==> config.mk <==
export PLATFORM = sky130hd
export DESIGN_NAME = async_sram_ctrl
export DESIGN_NICKNAME = d
export VERILOG_FILES = /design/src/rtl/sram_ctrl_pkg.sv /design/src/rtl/sram_ctrl_fsm.sv /design/src/rtl/sram_ctrl_dp.sv /design/src/rtl/async_sram_ctrl.sv
export SDC_FILE = /design/constraint.sdc
export NUM_CORES = 1
export LEC_CHECK = 0
export CAP_MARGIN = 40
export CORE_MARGIN = 1.5
export CORE_UTILIZATION = 40
export CTS_CLUSTER_SIZE = 8
export DETAILED_ROUTE_END_ITERATION = 8
export PLACE_DENSITY = 0.86
export SLEW_MARGIN = 20
export SYNTH_ARGS = -nofsm -noshare
export SYNTH_HDL_FRONTEND = slang
export SYNTH_SLANG_ARGS = --single-unit
export TNS_END_PERCENT = 30
==> constraint.sdc <==
create_clock -name clk -period 1.86 [get_ports clk]
set_clock_uncertainty 0.1 [all_clocks]
set_input_delay 0.279 -clock clk [delete_from_list [all_inputs] [get_ports clk]]
set_output_delay 0.279 -clock clk [all_outputs]
set_load 0.03 [all_outputs]
==> src/rtl/sram_ctrl_pkg.sv <==
package sram_ctrl_pkg;

  typedef enum logic [2:0] {
    ST_IDLE, ST_READ, ST_WSETUP, ST_WPULSE, ST_WRECOV, ST_GAP
  } ctrlState_e;

  // Strobes from the control FSM to the datapath and pins
  typedef struct packed {
    logic load;     // latch request fields
    logic selOn;    // RAM selected
    logic rdOn;     // RAM output enable active
    logic wrOn;     // RAM write strobe active
    logic drvOn;    // own data driver on
    logic capture;  // sample read data this edge
  } strobe_t;

  function automatic int unsigned cyclesFor(int unsigned ns, int unsigned clkNs);
    return (ns + clkNs - 1) / clkNs;
  endfunction

endpackage

==> src/rtl/sram_ctrl_fsm.sv <==
module sram_ctrl_fsm
  import sram_ctrl_pkg::*;
#(
  parameter int unsigned RD_CYC = 3,
  parameter int unsigned WP_CYC = 3
) (
  input  logic    clk,
  input  logic    rstN,
  input  logic    reqValid,
  input  logic    reqWrite,
  output logic    reqReady,
  output logic    ackPulse,
  output strobe_t strobe
);

  localparam int unsigned MAX_CYC = (RD_CYC > WP_CYC) ? RD_CYC : WP_CYC;
  localparam int unsigned CNT_W   = $clog2(MAX_CYC + 1);

  ctrlState_e state;
  logic [CNT_W-1:0] cnt;

  assign reqReady = (state == ST_IDLE);

  always_comb begin
    strobe = '0;
    unique case (state)
      ST_IDLE:   strobe.load = reqValid;
      ST_READ: begin
        strobe.selOn   = 1'b1;
        strobe.rdOn    = 1'b1;
        strobe.capture = (cnt == '0);
      end
      ST_WSETUP: strobe.selOn = 1'b1;
      ST_WPULSE: begin
        strobe.selOn = 1'b1;
        strobe.wrOn  = 1'b1;
        strobe.drvOn = (cnt != CNT_W'(WP_CYC - 1));
      end
      ST_WRECOV: begin
        strobe.selOn = 1'b1;
        strobe.drvOn = 1'b1;
      end
      default: ;
    endcase
  end

  always_ff @(posedge clk) begin
    if (!rstN) begin
      state    <= ST_IDLE;
      cnt      <= '0;
      ackPulse <= 1'b0;
    end else begin
      ackPulse <= 1'b0;
      unique case (state)
        ST_IDLE: if (reqValid) begin
          state <= reqWrite ? ST_WSETUP : ST_READ;
          cnt   <= CNT_W'(RD_CYC - 1);
        end
        ST_READ: begin
          if (cnt == '0) begin
            state    <= ST_GAP;
            ackPulse <= 1'b1;
          end else cnt <= cnt - 1'b1;
        end
        ST_WSETUP: begin
          state <= ST_WPULSE;
          cnt   <= CNT_W'(WP_CYC - 1);
        end
        ST_WPULSE: begin
          if (cnt == '0) state <= ST_WRECOV;
          else cnt <= cnt - 1'b1;
        end
        ST_WRECOV: begin
          state    <= ST_GAP;
          ackPulse <= 1'b1;
        end
        default: state <= ST_IDLE;
      endcase
    end
  end

  // Run-length counters used only by the phase-length assertions
  logic [CNT_W:0] rdRun, wrRun;
  always_ff @(posedge clk) begin
    if (!rstN) begin
      rdRun <= '0;
      wrRun <= '0;
    end else begin
      rdRun <= strobe.rdOn ? rdRun + 1'b1 : '0;
      wrRun <= strobe.wrOn ? wrRun + 1'b1 : '0;
    end
  end

  a_r3_read_quiet_write: assert property (@(posedge clk) disable iff (!rstN)
    strobe.rdOn |-> (strobe.selOn && !strobe.wrOn && !strobe.drvOn));
  a_r5_write_selected: assert property (@(posedge clk) disable iff (!rstN)
    strobe.wrOn |-> (strobe.selOn && !strobe.rdOn));
  a_r6_driver_after_strobe: assert property (@(posedge clk) disable iff (!rstN)
    strobe.drvOn |-> $past(strobe.wrOn));
  a_r7_ack_single: assert property (@(posedge clk) disable iff (!rstN)
    ackPulse |=> !ackPulse);
  a_r9_gap_quiet: assert property (@(posedge clk) disable iff (!rstN)
    ackPulse |-> (!strobe.selOn && !strobe.rdOn && !strobe.wrOn && !reqReady));
  a_r10_read_length: assert property (@(posedge clk) disable iff (!rstN)
    $fell(strobe.rdOn) |-> (rdRun == (CNT_W+1)'(RD_CYC)));
  a_r10_pulse_length: assert property (@(posedge clk) disable iff (!rstN)
    $fell(strobe.wrOn) |-> (wrRun == (CNT_W+1)'(WP_CYC)));

endmodule

==> src/rtl/sram_ctrl_dp.sv <==
module sram_ctrl_dp
  import sram_ctrl_pkg::*;
#(
  parameter int unsigned ADDR_W = 17,
  parameter int unsigned DATA_W = 8
) (
  input  logic              clk,
  input  logic              rstN,
  input  strobe_t           strobe,
  input  logic [ADDR_W-1:0] reqAddr,
  input  logic [DATA_W-1:0] reqWdata,
  input  logic [DATA_W-1:0] ramDqIn,
  output logic [ADDR_W-1:0] ramAddr,
  output logic [DATA_W-1:0] ramDqOut,
  output logic              ramDqOe,
  output logic [DATA_W-1:0] rdData
);

  logic [ADDR_W-1:0] addrQ;
  logic [DATA_W-1:0] wdataQ;

  always_ff @(posedge clk) begin
    if (!rstN) begin
      addrQ  <= '0;
      wdataQ <= '0;
      rdData <= '0;
    end else begin
      if (strobe.load) begin
        addrQ  <= reqAddr;
        wdataQ <= reqWdata;
      end
      if (strobe.capture) rdData <= ramDqIn;
    end
  end

  assign ramAddr  = addrQ;
  assign ramDqOut = wdataQ;
  assign ramDqOe  = strobe.drvOn;

  a_r8_addr_held: assert property (@(posedge clk) disable iff (!rstN)
    (strobe.selOn && $past(strobe.selOn)) |-> $stable(addrQ));
  a_r6_data_held: assert property (@(posedge clk) disable iff (!rstN)
    (strobe.drvOn && $past(strobe.drvOn)) |-> $stable(wdataQ));

endmodule

==> src/rtl/async_sram_ctrl.sv <==
module async_sram_ctrl
  import sram_ctrl_pkg::*;
#(
  parameter int unsigned ADDR_W     = 17,
  parameter int unsigned DATA_W     = 8,
  parameter int unsigned CLK_NS     = 5,
  parameter bit          FAST_GRADE = 1'b1
) (
  input  logic              clk,
  input  logic              rstN,
  input  logic              reqValid,
  input  logic              reqWrite,
  input  logic [ADDR_W-1:0] reqAddr,
  input  logic [DATA_W-1:0] reqWdata,
  output logic              reqReady,
  output logic              ackPulse,
  output logic [DATA_W-1:0] rdData,
  output logic [ADDR_W-1:0] ramAddr,
  output logic              ramSelN,
  output logic              ramSelP,
  output logic              ramRdEnN,
  output logic              ramWrEnN,
  output logic [DATA_W-1:0] ramDqOut,
  output logic              ramDqOe,
  input  logic [DATA_W-1:0] ramDqIn
);

  localparam int unsigned T_RC_NS = FAST_GRADE ? 12 : 15;
  localparam int unsigned T_WC_NS = FAST_GRADE ? 12 : 15;
  localparam int unsigned T_WP_NS = FAST_GRADE ? 8 : 10;
  localparam int unsigned T_DW_NS = FAST_GRADE ? 8 : 10;

  localparam int unsigned RD_CYC = cyclesFor(T_RC_NS, CLK_NS);
  localparam int unsigned WP_A   = cyclesFor(T_WP_NS, CLK_NS);
  localparam int unsigned WP_B   = cyclesFor(T_DW_NS, CLK_NS) + 1;
  localparam int unsigned WC_CYC = cyclesFor(T_WC_NS, CLK_NS);
  localparam int unsigned WP_C   = (WC_CYC > 2) ? WC_CYC - 2 : 1;
  localparam int unsigned WP_AB  = (WP_A > WP_B) ? WP_A : WP_B;
  localparam int unsigned WP_CYC = (WP_AB > WP_C) ? WP_AB : WP_C;

  strobe_t strobe;

  sram_ctrl_fsm #(.RD_CYC(RD_CYC), .WP_CYC(WP_CYC)) uFsm (
    .clk(clk), .rstN(rstN), .reqValid(reqValid), .reqWrite(reqWrite),
    .reqReady(reqReady), .ackPulse(ackPulse), .strobe(strobe)
  );

  sram_ctrl_dp #(.ADDR_W(ADDR_W), .DATA_W(DATA_W)) uDp (
    .clk(clk), .rstN(rstN), .strobe(strobe), .reqAddr(reqAddr),
    .reqWdata(reqWdata), .ramDqIn(ramDqIn), .ramAddr(ramAddr),
    .ramDqOut(ramDqOut), .ramDqOe(ramDqOe), .rdData(rdData)
  );

  assign ramSelN  = ~strobe.selOn;
  assign ramSelP  = strobe.selOn;
  assign ramRdEnN = ~strobe.rdOn;
  assign ramWrEnN = ~strobe.wrOn;

  a_r6_no_contention: assert property (@(posedge clk) disable iff (!rstN)
    ramDqOe |-> ramRdEnN);
  a_r8_ready_idle: assert property (@(posedge clk) disable iff (!rstN)
    reqReady |-> (ramSelN && !ramSelP && ramWrEnN && ramRdEnN && !ramDqOe));

endmodule

## Word-level counts from Yosys, hierarchy flattened

Index checks and enable logic that the tools add are counted.

| operators by class | value |
|---|---|
| add/sub/neg operators | 1 |
| eq/ne operators | 9 |
| multiplexer cells | 16 |
| bitwise gates (word level) | 3 |
| reduce and logical (&&, ||, !) cells | 7 |

Operators by type and width:

| cell | count |
|---|---|
| $pmux 3 s5 | 1 |
| $mux 3 | 3 |
| $eq 3x2->1 const B | 2 |
| $mux 1 | 6 |
| $mux 2 | 3 |
| $ne 2x2->1 const B | 3 |
| $pmux 2 s3 | 1 |
| $reduce_and 3->1 | 2 |
| $ne 2x1->1 const B | 2 |
| $pmux 1 s2 | 2 |
| $reduce_or 4->1 | 1 |
| $eq 3x1->1 const B | 1 |
| $eq 3x3->1 const B | 1 |
| $logic_not 3->1 | 1 |
| $not 1->1 | 3 |
| $reduce_bool 3->1 | 1 |
| $logic_not 2->1 | 1 |
| $reduce_or 2->1 | 1 |
| $sub 2x1->2 const B | 1 |

| word-level totals | value |
|---|---|
| register bits | 39 |
| bits of input ports | 37 |
| output and inout bits | 40 |
| word-level logic and storage cells | 42 |

## Depth between registers and ports, before layout

Gate-level depths: netlist of the first run.

| depth | value |
|---|---|
| word-level depth | 4 |
| mapped depth | 7 |
| mapped depth without buffers | 5 |

## By module

Synthesis of the first run repeated with hierarchy kept, for this count alone.

| unflattened totals | value |
|---|---|
| cell total of the unflattened synthesis | 153 |
| area, all modules | 1,626.6 um^2 |

By module, submodules not included:

| module | instances | cells each | area an instance (um^2) | sequential area each (um^2) |
|---|---|---|---|---|
| sram_ctrl_dp | 1 | 107 | 1,275.0 | 660.6 |
| sram_ctrl_fsm | 1 | 43 | 340.3 | 120.1 |
| async_sram_ctrl | 1 | 3 | 11.3 | 0.0 |

## Worst setup path after synthesis of the first run

Ideal clock, no wire load.

| timing | value |
|---|---|
| path type | reg2out |
| from | register uFsm.state[0] |
| to | output port ramDqOe |
| arrival time | 1.686 ns |
| required time | 1.481 ns |
| setup slack | -0.205 ns |
| cell stages (with the launch flop) | 5 |
| cells stage by stage | dfxtp_1 buf_4 nor2b_1 nand2_1 o21ai_0 |

| between the ends | value |
|---|---|
| cells in the longest elaborated chain, start to end | 2 |
| elaborated cells on any way between the ends | 3 |
| classes of those cells | eq/ne (2); mux (1) |

Ends and longest elaborated chain:

| element | line | RTL |
|---|---|---|
| start: declaration | sram_ctrl_fsm.sv:19 | `ctrlState_e state;` |
| start signal: assignment | sram_ctrl_fsm.sv:56 | `state <= reqWrite ? ST_WSETUP : ST_READ;` |
| $eq 3x3->1 / $eq 3x2->1 (equally long branches) | sram_ctrl_fsm.sv:26 | `unique case (state)` |
| $pmux 1 s2 * | sram_ctrl_fsm.sv:26 |  |
| end: declaration | async_sram_ctrl.sv:24 | `output logic ramDqOe,` |

Every way passes the cells marked *; elsewhere a longest branch is shown, timed or not.

## Worst setup path after layout of the first run

| timing | value |
|---|---|
| from | register uFsm.state[1] |
| to | output port ramSelP |

| between the ends | value |
|---|---|
| cells in the longest elaborated chain, start to end | 3 |
| elaborated cells on any way between the ends | 6 |
| classes of those cells | eq/ne (4); mux (1); reduce/logical (1) |

Ends and longest elaborated chain:

| element | line | RTL |
|---|---|---|
| $eq 3x2->1, or another cell as far along | sram_ctrl_fsm.sv:26 |  |
| $reduce_or 4->1 (no line) * | n/a |  |
| $mux 1 * | sram_ctrl_fsm.sv:26 |  |
| end: declaration | async_sram_ctrl.sv:20 | `output logic ramSelP,` |

Marked as above.

==> results.cfg, run 1 <==
[drt]
drt-initial-drc-count = 89
route.detailed.drc = 0
num_vias = 1520
ant_nets = 0
wl_per_cell_um = 11.2
routed_via_density = 4.79
first_pass_iters = 4
routed_wl_um = 3540

[pwr]
clockPowerShare_pct = 27.9
p_int_mw = 1.72
powerDensity_nw_per_um2 = 1020
power_mw = 2.52
power.share.switching_pct = 31.7
p_seq_share_pct = 39.0
cellLeakagePower_nw = 0.919
ir_drop_mv = 0.674
comb_power_share_pct = 33.2
power_switching_mw = 0.799

[cts]
clock_sinks = 39
insertion_delay_ns = 0.27
clock_tree.buffer_depth = 2
clkSlewWorstSetupHoldPaths_ns = 0.07
post_cts_buffers = 0
ctsRootBufferMaster = clkbuf_8
cts_made_buffers = 5
cts_hold_buf = 0
cts_tree = done
htreeDepth = 2

[synth]
syn_inst = 196
synth_top_area_cell = dfxtp_1
ys_top_cells_by_area = dfxtp_1 (49%), nand3_1 (10%), nand2_1 (10%)
avgSynthCellArea_um2 = 8.08
yosysUniqueCellTypes = 27
synth_area_um2 = 1580
syn-num-nets = 235
seq_area_frac_synth_pct = 49.3
yosys_register_bits = 39
synth.top_cell.area_share_pct = 49.3
ys_warn_count = 0

[timing]
period_share_pct = 92.6
clock.fmax_mhz = 580
period_needed_ns = 1.72
rsz0062_at_grt = false
setup_viol = 0
finalMaxSlewViolations = 0
setup_slack_ns = 0.137
tns_ns = 0
whs_ns = 0.350
hold_violations = 0
slew_headroom_pct = 77.8
tightest_slew_ns = 0.332

[job]
maxCapViolCount = 0

[floorplanning]
coreArea_um2 = 3740
ios = 77
die_h_um = 65.9
fp.dieW_um = 65.9
dieArea_um2 = 4350
rows = 22
start_util_pct = 42.3

[min_path]
hold_depth = 2
min_to = uDp.rdData[0]
hold_class = reg2reg
min_from = uDp.rdData[0]

[grt]
grt_util_all_layers_pct = 17.2
antenna_found_initial = 0
overflow = 0
grt_pass1_wl_um = 5860
grt_max_degree = 74
grt_pass1_vias = 1384

[layout]
diodes = 0
syn_to_final_growth_pct = 56.5
layout-drive-gt1-share_pct = 7.06
final_net_count = 307

[critical_path]
path_class = reg2out
start_kind = flop
crit_family = buffers and inverters
worstSetupEndpointType = output pin
slowest_delay_ns = 0.41
cp.buffers_inverters = 1
reg2reg_from = uFsm.cnt[0]
path_max_fanout = 4
ff2ff_path_depth = 6
critical_path_required_ns = 1.48
cp_num_cells = 3
startpoint = uFsm.state[1]
arrival_ns = 1.34
cp_slowest_cell = clkdlybuf4s15_1
r2r_slack_ns = 0.32
cp_cell_sequence = nor2_1 -> xnor2_1 -> clkdlybuf4s15_1
r2r-end = uDp.rdData[2]

[placement]
numPortBuffers = 76
place.gp.congestion = 0.820
dp_hpwl_um = 2510
dp_slack_ns = 0.132

[run_status]
status = complete, no violations
## per-stage QoR
stage	cell area (um2)	cells	utilization (%)
2_1_floorplan	1580	196	-
3_3_place_gp	2360	309	63.2
3_5_place_dp	2360	309	63.2
4_1_cts	2480	317	66.2
5_1_grt	2480	317	66.2
6_report	2480	317	66.2
## flip-flops by register name, indices dropped and copies added (netlist names)
name	cells
uDp.ramDqOut	8
uFsm.ackPulse	1
uDp.ramAddr	17
uFsm.state	3
uDp.rdData	8
uFsm.cnt	2
## cells in the final DEF, fill, tap and decap left out, types with 3 or more instances in the layout
cell type and instances:
clkdlybuf4s50_1 69, nand2_1 42, dfxtp_1 39, nand3_1 33
o21ai_0 29, buf_4 8, o21ai_1 7, clkbuf_8 6
inv_1 4, nor3_1 3, a21oi_1 3, dlygate4sd2_1 3
## area by class of cell
cell class	instances	area (um2)
Clock inverter	2	35.0
Fill cell	336	1260
Multi-Input combinational cell	135	693
Tap cell	48	60.1
Clock buffer	6	82.6
Sequential cell	39	781
Inverter	4	15.0
Timing Repair Buffer	83	812
## tightest hold or removal path, delay by kind of cell, from the launching register on
family / cells / cell delay (ns)
AO/OA/AOI/OAI: 1 / 0.05
AND/OR/NAND/NOR: 1 / 0.05
flip-flops: 1 / 0.31
## how the worst max path moves through the flow
stage                          to  slack, ns
after global routing      ramSelN       0.01
after CTS                 ramSelP       0.11
after detailed placement  ramSelP       0.13
after floorplan           ramDqOe       0.02
after global placement    ramSelP       0.18
final                     ramSelP       0.14
## Yosys cell counts (all sizes together)
library cell / instances
a21boi: 1
a21o: 1
a21oi: 3
a221oi: 1
and4bb: 1
buf: 12
clkbuf: 6
dfxtp: 39
ha: 2
inv: 4
nand2: 42
nand2b: 2
nand3: 33
nor2: 2
nor2b: 2
nor3: 3
nor3b: 1
nor4b: 1
nor4bb: 1
o211a: 1
o21ai: 36
o22ai: 1
xnor2: 1
## logic make-up (layout without fill, tap and decap cells)
logic type      after synthesis  count (layout)  share of synthesized area (%)
buf+inv                      22              95                           6.95
flops                        39              39                           49.3
fa+ha+maj                     2               2                           1.58
simple gates                 88              88                           26.8
compound gates               44              44                           14.9
xor+xnor                      1               1                          0.553
## power by group through the flow
stage | Clock [mW] | Combinational [mW] | Sequential (mW)
4_1_cts | 0.725 | 0.840 | 0.983
2_1_floorplan | 0 | 0.355 | 1.16
5_1_grt | 0.774 | 0.905 | 0.995
3_5_place_dp | 0 | 0.854 | 1.00
6_report | 0.702 | 0.836 | 0.983
3_3_place_gp | 0 | 0.839 | 0.998
## routing by layer
| metal | track usage, % | vias to the layer above | wire length (um) |
|---|---|---|---|
| li1 | - | 802 | - |
| met1 | 20.4 | 661 | 1610 |
| met2 | 29.2 | 53 | 1600 |
| met3 | 7.16 | 4 | 314 |
| met4 | 3.57 | 0 | 22 |
| met5 | 0 | - | 0 |
## timing repair
item | CTS | global route
resized for setup | 4 | 1
endpoints found under the setup margin | 4 | 1
pin swaps | 0 | 0
Power figures use the tool's default switching activity.
==> run 2, diff against run 1 <==
CORE_UTILIZATION = 51   (was 40)
DONT_BUFFER_PORTS = 1   (was not set)
PLACE_DENSITY = 0.73   (was 0.86)
==> run 2 against run 1 <==
- maximum frequency down 0.71%
- hold slack lost 0.33 ns
- register-to-register slack worse by 0.07 ns
- critical path type unchanged
- largest cell class is now registers
==> results.cfg, run 2 (synthesis results as in run 1) <==
[run_status]
status = complete, no violations

[floorplanning]
die_h_um = 58.7
fp.dieW_um = 58.7
rows = 20
coreArea_um2 = 3000
start_util_pct = 52.7
dieArea_um2 = 3450
ios = 77

[critical_path]
worstSetupEndpointType = output pin
path_common_cell = buf_4
critical_path_required_ns = 1.48
ff2ff_path_depth = 5
cp_slowest_cell = dfxtp_1
slowest_delay_ns = 0.33
arrival_ns = 1.36
reg2reg_from = uFsm.state[2]
start_kind = flop
cp_cell_sequence = buf_4 -> nor2b_4 -> nand2_1 -> o21ai_1 -> buf_4
r2r_slack_ns = 0.25
path_class = reg2out
path_max_fanout = 12
r2r-end = uFsm.state[0]

[drt]
ant_nets = 0
routed_via_density = 5.63
first_pass_iters = 4
wl_per_cell_um = 14.7
num_vias = 1504
drt-initial-drc-count = 142
routed_wl_um = 3920
route.detailed.drc = 0

[job]
maxCapViolCount = 0

[timing]
period_share_pct = 93.3
hold_violations = 0
slew_headroom_pct = 76.7
clock.fmax_mhz = 576
setup_viol = 0
finalMaxSlewViolations = 0
tightest_slew_ns = 0.348
rsz0062_at_grt = false
period_needed_ns = 1.74
tns_ns = 0

[cts]
clock_tree.buffer_depth = 2
htreeDepth = 2
ctsRootBufferMaster = clkbuf_4
cts_tree = done
cts_made_buffers = 5
insertion_delay_ns = 0.33
clock_sinks = 39
clkSlewWorstSetupHoldPaths_ns = 0.11

[layout]
layout_commonest_cell = nand2_1
final_net_count = 272
final_cell_mix = nand2_1 (42), dlygate4sd3_1 (39), dfxtp_1 (38)
layout-drive-gt1-share_pct = 8.12
n_fill_cell = 223
diodes = 0
largest_reg_flops = 17
layoutNonFillerInstCount = 267
syn_to_final_growth_pct = 30.8

[grt]
antenna_found_initial = 0
grt_pass1_vias = 1330
overflow = 0
grt_max_degree = 69
grt_pass1_wl_um = 5730
grt_util_all_layers_pct = 22.2

[placement]
place.gp.congestion = 0.902
numPortBuffers = 0
dp_hpwl_um = 2040
dp.cells = 219

[pwr]
cellLeakagePower_nw = 0.774
power_mw = 2.07
powerDensity_nw_per_um2 = 1000
ir_drop_mv = 0.605

[min_path]
min_from = rstN
hold_depth = 2
min_to = uDp.ramDqOut[7]
hold_class = in2reg
run 2: how the worst max path moves through the flow:
stage / depth (start not counted) / endpoint / start
after floorplan: 4 / ramDqOe / uFsm.state[0]
after global placement: 2 / uFsm.state[0] / uFsm.state[0]
after detailed placement: 5 / uDp.rdData[6] / uFsm.cnt[0]
after CTS: 5 / ramDqOe / uFsm.state[2]
after global routing: 5 / ramDqOe / uFsm.state[2]
final: 5 / ramDqOe / uFsm.state[2]
run 2: critical path: cells and delay by family (launching register included):
kind	cells	cell delay, ns
buffers and inverters	2	0.35
AO/OA/AOI/OAI	1	0.12
AND/OR/NAND/NOR	2	0.22
flip-flops	1	0.33
run 2: repair_timing:
action                                  in CTS  in global routing
setup buffers                                0                  0
resized for setup                            1                  4
endpoints found under the hold margin       39                  0
cloned                                       0                  0
endpoints found under the setup margin       1                  5
hold buffers                                40                  0
pin swaps                                    0                  0
run 2: routing by layer:
layer,wire [um],vias up,track usage (%)
met3,263,14,7.25
met1,1580,688,24.1
met2,1970,63,38.9
met5,0,-,0
li1,-,739,-
met4,103,0,10.4
run 2: area by class of cell:
type	instances	area, um2	share of cell area [%]
Clock buffer	7	45.0	2.17
Inverter	4	15.0	0.725
Sequential cell	39	785	37.9
Tap cell	33	41.3	1.99
Multi-Input combinational cell	135	701	33.8
Clock inverter	1	5.00	0.242
Timing Repair Buffer	48	480	23.2
run 2: where the power goes:
part	switching (mW)	internal (mW)	total (mW)
logic	0.286	0.219	0.505
clock network	0.254	0.147	0.402
registers	0.231	0.934	1.16
run 2: through the flow:
step | util (%) | setup WS, ns | hold WS, ns | instance area (um2)
5_1_grt | 69.0 | 0.0271 | 0.0184 | 2070
6_report | 69.0 | 0.125 | 0.0237 | 2070
3_3_place_gp | 53.1 | 0.162 | 0.312 | 1600
4_1_cts | 68.7 | 0.000320 | 0.00784 | 2060
2_1_floorplan | - | 0.0249 | 0.309 | 1580
3_5_place_dp | 53.3 | 0.232 | 0.314 | 1600
